### src/rtl/i2c_reg_target_pkg.sv
`timescale 1ns/1ps
package i2c_reg_target_pkg;

  typedef enum logic [2:0] {
    ST_IDLE,   // bus free or not addressed yet
    ST_RX,     // shifting a byte in from the master
    ST_ACK,    // holding SDA low through the ninth clock
    ST_TX,     // shifting a register byte out
    ST_MACK,   // sampling the master's ACK or NACK
    ST_SKIP    // not addressed, wait for START
  } tgt_state_e;

  typedef enum logic [1:0] {
    RX_DEV,
    RX_SUB,
    RX_DATA
  } rx_kind_e;

  // Device address: upper six bits fixed, bit 1 from the strap, bit 0 = read.
  function automatic logic [7:0] dev_addr(input logic [5:0] hi, input logic strap,
                                          input logic rd);
    return {hi, strap, rd};
  endfunction

  function automatic logic is_read_only(input logic [7:0] addr, input logic [7:0] lo);
    return addr >= lo;
  endfunction

endpackage

### src/rtl/i2c_glitch_filter.sv
`timescale 1ns/1ps
module i2c_glitch_filter #(
  parameter int FILT_LEN = 3
) (
  input  logic clk,
  input  logic rst_n,
  input  logic raw,
  output logic level
);
  localparam int CW = $clog2(FILT_LEN + 1);

  logic [1:0]    sync_q;
  logic [CW-1:0] run_q;

  always_ff @(posedge clk or negedge rst_n) begin
    if (!rst_n) begin
      sync_q <= 2'b11;
      run_q  <= '0;
      level  <= 1'b1;
    end else begin
      sync_q <= {sync_q[0], raw};
      if (sync_q[1] == level) begin
        run_q <= '0;
      end else if (run_q == CW'(FILT_LEN - 1)) begin
        level <= sync_q[1];
        run_q <= '0;
      end else begin
        run_q <= run_q + 1'b1;
      end
    end
  end
endmodule

### src/rtl/i2c_bus_events.sv
`timescale 1ns/1ps
module i2c_bus_events (
  input  logic clk,
  input  logic rst_n,
  input  logic scl_f,
  input  logic sda_f,
  output logic scl_rise,
  output logic scl_fall,
  output logic start_ev,
  output logic stop_ev
);
  logic scl_q, sda_q;

  always_ff @(posedge clk or negedge rst_n) begin
    if (!rst_n) begin
      scl_q <= 1'b1;
      sda_q <= 1'b1;
    end else begin
      scl_q <= scl_f;
      sda_q <= sda_f;
    end
  end

  assign scl_rise = scl_f & ~scl_q;
  assign scl_fall = ~scl_f & scl_q;
  // SDA moving while SCL stays high marks a bus condition.
  assign start_ev = scl_f & scl_q & sda_q & ~sda_f;
  assign stop_ev  = scl_f & scl_q & ~sda_q & sda_f;
endmodule

### src/rtl/i2c_target_fsm.sv
`timescale 1ns/1ps
module i2c_target_fsm
  import i2c_reg_target_pkg::*;
#(
  parameter logic [7:0] DEV_BASE = 8'h40,
  parameter logic [7:0] RO_BASE  = 8'hF0
) (
  input  logic       clk,
  input  logic       rst_n,
  input  logic       strap,
  input  logic       sda_f,
  input  logic       scl_rise,
  input  logic       scl_fall,
  input  logic       start_ev,
  input  logic       stop_ev,
  input  logic [7:0] reg_rdata,
  output logic       sda_oe,
  output logic [7:0] reg_addr,
  output logic [7:0] reg_wdata,
  output logic       reg_we
);
  tgt_state_e state_q;
  rx_kind_e   kind_q;
  logic [2:0] bit_q;
  logic [7:0] sh_q, ptr_q, wd_q;
  logic       full_q, rd_q, bump_q, we_q, oe_q, mack_q;
  logic [7:0] wr_match, rd_match;

  assign wr_match = dev_addr(DEV_BASE[7:2], strap, 1'b0);
  assign rd_match = dev_addr(DEV_BASE[7:2], strap, 1'b1);

  always_ff @(posedge clk or negedge rst_n) begin
    if (!rst_n) begin
      state_q <= ST_IDLE;
      kind_q  <= RX_DEV;
      bit_q   <= '0;
      sh_q    <= '0;
      ptr_q   <= '0;
      wd_q    <= '0;
      full_q  <= 1'b0;
      rd_q    <= 1'b0;
      bump_q  <= 1'b0;
      we_q    <= 1'b0;
      oe_q    <= 1'b0;
      mack_q  <= 1'b0;
    end else begin
      bump_q <= 1'b0;
      we_q   <= 1'b0;
      // the pointer moves one cycle after the byte, so the strobe sees the old value
      if (bump_q) ptr_q <= ptr_q + 8'd1;

      if (start_ev) begin
        state_q <= ST_RX;
        kind_q  <= RX_DEV;
        bit_q   <= '0;
        full_q  <= 1'b0;
        oe_q    <= 1'b0;
      end else if (stop_ev) begin
        state_q <= ST_IDLE;
        bit_q   <= '0;
        full_q  <= 1'b0;
        oe_q    <= 1'b0;
      end else begin
        case (state_q)
          ST_RX: begin
            if (scl_rise) begin
              sh_q  <= {sh_q[6:0], sda_f};
              bit_q <= bit_q + 3'd1;
              if (bit_q == 3'd7) full_q <= 1'b1;
            end else if (scl_fall && full_q) begin
              full_q <= 1'b0;
              case (kind_q)
                RX_DEV: begin
                  if (sh_q == wr_match) begin
                    rd_q    <= 1'b0;
                    kind_q  <= RX_SUB;
                    state_q <= ST_ACK;
                    oe_q    <= 1'b1;
                  end else if (sh_q == rd_match) begin
                    rd_q    <= 1'b1;
                    state_q <= ST_ACK;
                    oe_q    <= 1'b1;
                  end else begin
                    state_q <= ST_SKIP;
                  end
                end
                RX_SUB: begin
                  ptr_q   <= sh_q;
                  kind_q  <= RX_DATA;
                  state_q <= ST_ACK;
                  oe_q    <= 1'b1;
                end
                default: begin
                  we_q    <= ~is_read_only(ptr_q, RO_BASE);
                  wd_q    <= sh_q;
                  bump_q  <= 1'b1;
                  state_q <= ST_ACK;
                  oe_q    <= 1'b1;
                end
              endcase
            end
          end
          ST_ACK: begin
            if (scl_fall) begin
              bit_q <= '0;
              if (rd_q) begin
                state_q <= ST_TX;
                sh_q    <= reg_rdata;
                oe_q    <= ~reg_rdata[7];
              end else begin
                state_q <= ST_RX;
                oe_q    <= 1'b0;
              end
            end
          end
          ST_TX: begin
            if (scl_fall) begin
              if (bit_q == 3'd7) begin
                state_q <= ST_MACK;
                oe_q    <= 1'b0;
                bump_q  <= 1'b1;
              end else begin
                sh_q  <= {sh_q[6:0], 1'b0};
                oe_q  <= ~sh_q[6];
                bit_q <= bit_q + 3'd1;
              end
            end
          end
          ST_MACK: begin
            if (scl_rise) begin
              mack_q <= ~sda_f;
            end else if (scl_fall) begin
              if (mack_q) begin
                state_q <= ST_TX;
                bit_q   <= '0;
                sh_q    <= reg_rdata;
                oe_q    <= ~reg_rdata[7];
              end else begin
                state_q <= ST_SKIP;
              end
            end
          end
          default: ;
        endcase
      end
    end
  end

  assign sda_oe    = oe_q;
  assign reg_addr  = ptr_q;
  assign reg_wdata = wd_q;
  assign reg_we    = we_q;
endmodule

### src/rtl/i2c_reg_target.sv
`timescale 1ns/1ps
module i2c_reg_target #(
  parameter int         FILT_LEN = 3,
  parameter logic [7:0] DEV_BASE = 8'h40,
  parameter logic [7:0] RO_BASE  = 8'hF0
) (
  input  logic       clk,
  input  logic       rst_n,
  input  logic       scl_i,
  input  logic       sda_i,
  output logic       sda_oe,
  input  logic       addr_sel,
  output logic [7:0] reg_addr,
  output logic [7:0] reg_wdata,
  output logic       reg_we,
  input  logic [7:0] reg_rdata
);
  localparam int NLINES = 2;

  logic [NLINES-1:0] raw_lines, clean_lines;
  logic scl_f, sda_f;
  logic scl_rise_ev, scl_fall_ev, start_ev, stop_ev;

  assign raw_lines = {sda_i, scl_i};

  generate
    for (genvar g = 0; g < NLINES; g++) begin : g_line
      i2c_glitch_filter #(.FILT_LEN(FILT_LEN)) u_filt (
        .clk   (clk),
        .rst_n (rst_n),
        .raw   (raw_lines[g]),
        .level (clean_lines[g])
      );
    end
  endgenerate

  assign scl_f = clean_lines[0];
  assign sda_f = clean_lines[1];

  i2c_bus_events u_events (
    .clk      (clk),
    .rst_n    (rst_n),
    .scl_f    (scl_f),
    .sda_f    (sda_f),
    .scl_rise (scl_rise_ev),
    .scl_fall (scl_fall_ev),
    .start_ev (start_ev),
    .stop_ev  (stop_ev)
  );

  i2c_target_fsm #(.DEV_BASE(DEV_BASE), .RO_BASE(RO_BASE)) u_fsm (
    .clk       (clk),
    .rst_n     (rst_n),
    .strap     (addr_sel),
    .sda_f     (sda_f),
    .scl_rise  (scl_rise_ev),
    .scl_fall  (scl_fall_ev),
    .start_ev  (start_ev),
    .stop_ev   (stop_ev),
    .reg_rdata (reg_rdata),
    .sda_oe    (sda_oe),
    .reg_addr  (reg_addr),
    .reg_wdata (reg_wdata),
    .reg_we    (reg_we)
  );
endmodule

### config.mk
export PLATFORM = sky130hd
export DESIGN_NAME = i2c_reg_target
export DESIGN_NICKNAME = d
export VERILOG_FILES = /design/src/rtl/i2c_reg_target_pkg.sv /design/src/rtl/i2c_glitch_filter.sv /design/src/rtl/i2c_bus_events.sv /design/src/rtl/i2c_target_fsm.sv /design/src/rtl/i2c_reg_target.sv
export SDC_FILE = /design/constraint.sdc
export NUM_CORES = 1
export LEC_CHECK = 0
export BUFFER_PORTS_ARGS = -buffer_cell sky130_fd_sc_hd__buf_2
export CAP_MARGIN = 20
export CORE_MARGIN = 5
export CORE_UTILIZATION = 40
export CTS_BUF_LIST = sky130_fd_sc_hd__clkbuf_16
export CTS_CLUSTER_DIAMETER = 60
export CTS_CLUSTER_SIZE = 24
export DETAILED_ROUTE_END_ITERATION = 16
export GPL_TIMING_DRIVEN = 0
export HOLD_SLACK_MARGIN = 0.02
export SETUP_SLACK_MARGIN = 0.15
export SLEW_MARGIN = 20
export SYNTH_ARGS = -nofsm -noshare
export SYNTH_HDL_FRONTEND = slang
export SYNTH_HIERARCHICAL = 1
export SYNTH_SLANG_ARGS = --single-unit
### constraint.sdc
create_clock -name clk -period 2.5 [get_ports clk]
set_clock_uncertainty 0.1 [all_clocks]
set_input_delay 0.25 -clock clk [delete_from_list [all_inputs] [get_ports clk]]
set_output_delay 0.25 -clock clk [all_outputs]
set_load 0.02 [all_outputs]
==> implementation parameters <==
Parameter                              Value

Synth
  Count of cell types in the netlist ... 51
  Area leader, netlist ... dfrtp_1
  Synthesized area divided by synthesized cell count ... 11.6 um^2
  Synthesized netlist net count ... 233
  Top post-synthesis cells by area ... dfrtp_1, mux2_2, dfstp_2, nand2_1, o21ai_0
  Post-Synthesis Cell Area ... 2530 um^2
  Most frequent cell after synthesis ... dfrtp_1
  Sequential cell area fraction in the yosys report ... 0.499
  Count of warnings emitted by yosys ... 6
  Count of flip-flops with a built-in enable after synthesis ... 0
  Number of storage elements in the synthesis netlist ... 50
  Fraction of post-synthesis cell area in the top cell type by area ... 0.416
  Most frequent cells after synthesis ... dfrtp_1, mux2_2, nand2_1
  Instance count of the mapped netlist ... 217
  FFs w/ async S/R, synth ... 1.00
  Dominant synthesized flop cell ... dfrtp_1

Timing
  Maximum achievable frequency ... 442 MHz
  Worst slew margin ... 0.594
  Worst hold slack across all endpoints ... 0.218 ns
  Number of endpoints failing setup at the final stage ... 0
  Post-layout min period ... 2.26 ns
  Ratio of final minimum period to clock period ... 0.905
  Final critical-path setup slack ... 0.237 ns
  Worst Max-Slew Pin Slew ... 0.609 ns
  RSZ-0062 raised after global routing ... true
  Number of max-slew violations in the final report ... 0
  Final hold violation count ... 0

Die
  Width of the die ... 89.5 um
  Starting density of the core ... 0.405
  Vert. Die Dim ... 89.5 um
  Floorplan die area ... 8000 um^2
  Count of boundary I/O pins ... 31
  Core area ... 6240 um^2
  Total number of placement rows ... 29

Critical path
  Slowest cell on the critical path ... dfstp_2
  Cell chain of the critical path ... and4b_2 > or2_1 > buf_4 > o31ai_4 > nor2_1 > mux2_4
  Worst path required time ... 2.57 ns
  Crit. Startpoint ... g_line[1].u_filt/level$_DFFE_PN1P_
  Kind of critical path ... flip-flop to flip-flop
  Setup crit end ... u_fsm/state_q[2]$_DFFE_PN0P_
  Delay contributed by the slowest stage of the critical path ... 0.59 ns
  Type of origin of the critical path ... flip-flop
  Kind of end point of the critical path ... flip-flop
  Endpoint arrival time on the critical path ... 2.34 ns
  Largest driver fanout on the critical path ... 10
  FF-to-FF setup slack ... 0.24 ns
  Reg-to-reg startpoint ... g_line[1].u_filt/level$_DFFE_PN1P_
  Worst reg2reg path endpoint ... u_fsm/state_q[2]$_DFFE_PN0P_
  Length in cells of the worst reg-to-reg path ... 6

Clocking
  Clock Sink Count ... 50
  Clock buffer depth ... 2
  Source-to-sink clock delay at the later pin of the worst-skew pair ... 0.28 ns
  Number of levels in the clock H-tree ... 2
  Clock Pin Slew Worst Setup and Hold Paths ... 0.07 ns
  CTS tree ... built
  Clock tree root driver cell ... clkbuf_16
  Number of buffers inserted during clock tree synthesis ... 5

Power and ir drop
  Sequential cell fraction of total power ... 0.405
  Leakage ... 0.00140 uW
  Relative contribution of the clock network to total power ... 0.210
  Cell Pwr Density ... 1030 nW/um^2
  Internal power contribution ... 2000 uW
  Net switching share of the total power ... 0.356
  Net switching power ... 1110 uW
  Worst-case vdd ir drop ... 512 uV
  Share of total power in combinational logic ... 0.385
  Overall power after layout ... 3110 uW

Detailed routing
  Routed wirelength normalized by instance count ... 15.2 um
  Total vias in the final route ... 1782
  Routed Antenna Nets ... 0
  Vias per Instance ... 5.26
  Number of detailed-routing iterations run before antenna repair ... 4
  Residual DRC count ... 0
  Detailed Route Iter0 Violations ... 77
  Final Routed Wirelength ... 5150 um

Place
  Port Buffer Count ... 30
  Routability-driven placement congestion ratio ... 0.878
  Total cell area at the placement stage ... 2780 um^2
  Pre-CTS WS ... -0.0566 ns
  Instance count after placement with tap cells included ... 324
  Hpwl dp ... 3650 um

Global routing
  Initial antenna violation count ... 0
  Global-route wire length before repair ... 8630 um
  Largest net degree at the start of global routing ... 51
  Overall overflow remaining after global route ... 0
  Total routing resource utilization after global routing ... 0.141
  Vias in the first global route ... 1723

Layout
  Proportion of layout cells with a drive suffix above 1 ... 0.389
  Net count, final ... 277
  Layout overhead on the synthesized area ... 19.9%
  Filler-free cell count of the finished design ... 339
  Antenna Cells ... 0
  Final instance area ... 3030 um^2

Run
  Max-cap viol count ... 0

Min path
  Worst hold-check path type ... primary input to flip-flop
  WHS Path Cells ... 3

Outcome
  Outcome ... completed
## worst min path at each step
| stage | startpoint | end |
|---|---|---|
| after floorplan | rst_n | g_line[0].u_filt/run_q[0]$_DFF_PN0_ |
| after global placement | g_line[0].u_filt/sync_q[0]$_DFF_PN1_ | g_line[0].u_filt/sync_q[1]$_DFF_PN1_ |
| after detailed placement | rst_n | g_line[0].u_filt/run_q[0]$_DFF_PN0_ |
| after CTS | reg_rdata[6] | u_fsm/sh_q[6]$_DFFE_PN0P_ |
| after global routing | reg_rdata[5] | u_fsm/sh_q[5]$_DFFE_PN0P_ |
| final | reg_rdata[6] | u_fsm/sh_q[6]$_DFFE_PN0P_ |
## per-layer routing
layer,global-route usage,part of all wire
met1,0.207,0.47
met3,0.0313,0.044
met5,0,0
met2,0.207,0.48
met4,0.0447,0.0087
## flip-flops by register name, indices dropped and copies added (netlist names), 2 cells and up
| register | cells |
|---|---|
| g_line.u_filt/level | 2 |
| u_fsm/sh_q | 8 |
| u_fsm/kind_q | 2 |
| g_line.u_filt/run_q | 4 |
| u_fsm/bit_q | 3 |
| u_fsm/reg_addr | 8 |
| g_line.u_filt/sync_q | 4 |
| u_fsm/reg_wdata | 8 |
| u_fsm/state_q | 3 |
## area by class of cell
class,count,area [um^2]
sequential,50,1260
clock buffer,5,125
fill,590,3210
inverter,3,11.3
multi-input combinational,160,1280
timing repair buffer,37,213
tap,77,96.3
clock inverter,3,16.3
buffer,4,22.5
## layout by cell type, fill, tap and decap left out, types with 4 or more instances in the layout
master     instances
dfrtp_1           42
inv_1              4
o31ai_1            4
nor3_1             5
mux2_2            23
nor2_1            12
nand2_1           18
mux2i_1            5
clkbuf_16          5
xnor2_1            5
buf_2             32
a21oi_1            6
buf_4              6
xor2_1             5
dfstp_2            8
o21ai_0           12
nand3_1            4
## cell families (layout without fill, tap and decap cells)
kind of cell	after synthesis	count (layout)	synth area share
AND/OR/NAND/NOR	73	73	0.180
AO/OA/AOI/OAI	42	42	0.114
multiplexers	32	32	0.145
XOR/XNOR	10	10	0.0347
buffers and inverters	7	52	0.0124
flip-flops	50	50	0.499
adder cells (fa/ha/maj)	3	3	0.0149
## critical path, delay by kind of cell (launching register included)
kind | cells | cell delay [ns]
AND/OR/NAND/NOR | 3 | 0.68
AO/OA/AOI/OAI | 1 | 0.25
buffers and inverters | 1 | 0.21
multiplexers | 1 | 0.31
flip-flops | 1 | 0.59
## power groups by stage
stage | combinational (uW) | clock [uW] | sequential, uW
detailed placement | 1120 | 0 | 1260
floorplan | 914 | 0 | 1210
finish | 1200 | 653 | 1260
CTS | 1150 | 683 | 1250
global route | 1320 | 707 | 1300
global placement | 1110 | 0 | 1260
## through the flow
step                setup TNS [ns]  utilization
detailed placement          -0.368        0.445
floorplan                        0            -
global placement            -0.176        0.444
finish                           0        0.485
global route                     0        0.485
CTS                              0        0.476
## what timing repair did
| action | CTS | global route |
|---|---|---|
| pin swaps | 0 | 1 |
| hold endpoints to repair | 44 | 0 |
| hold buffers | 3 | 0 |
| setup buffers | 0 | 4 |
| resized for setup | 6 | 10 |
| setup endpoints to repair | 26 | 31 |
Note: power is estimated with default switching activity, not from simulation.
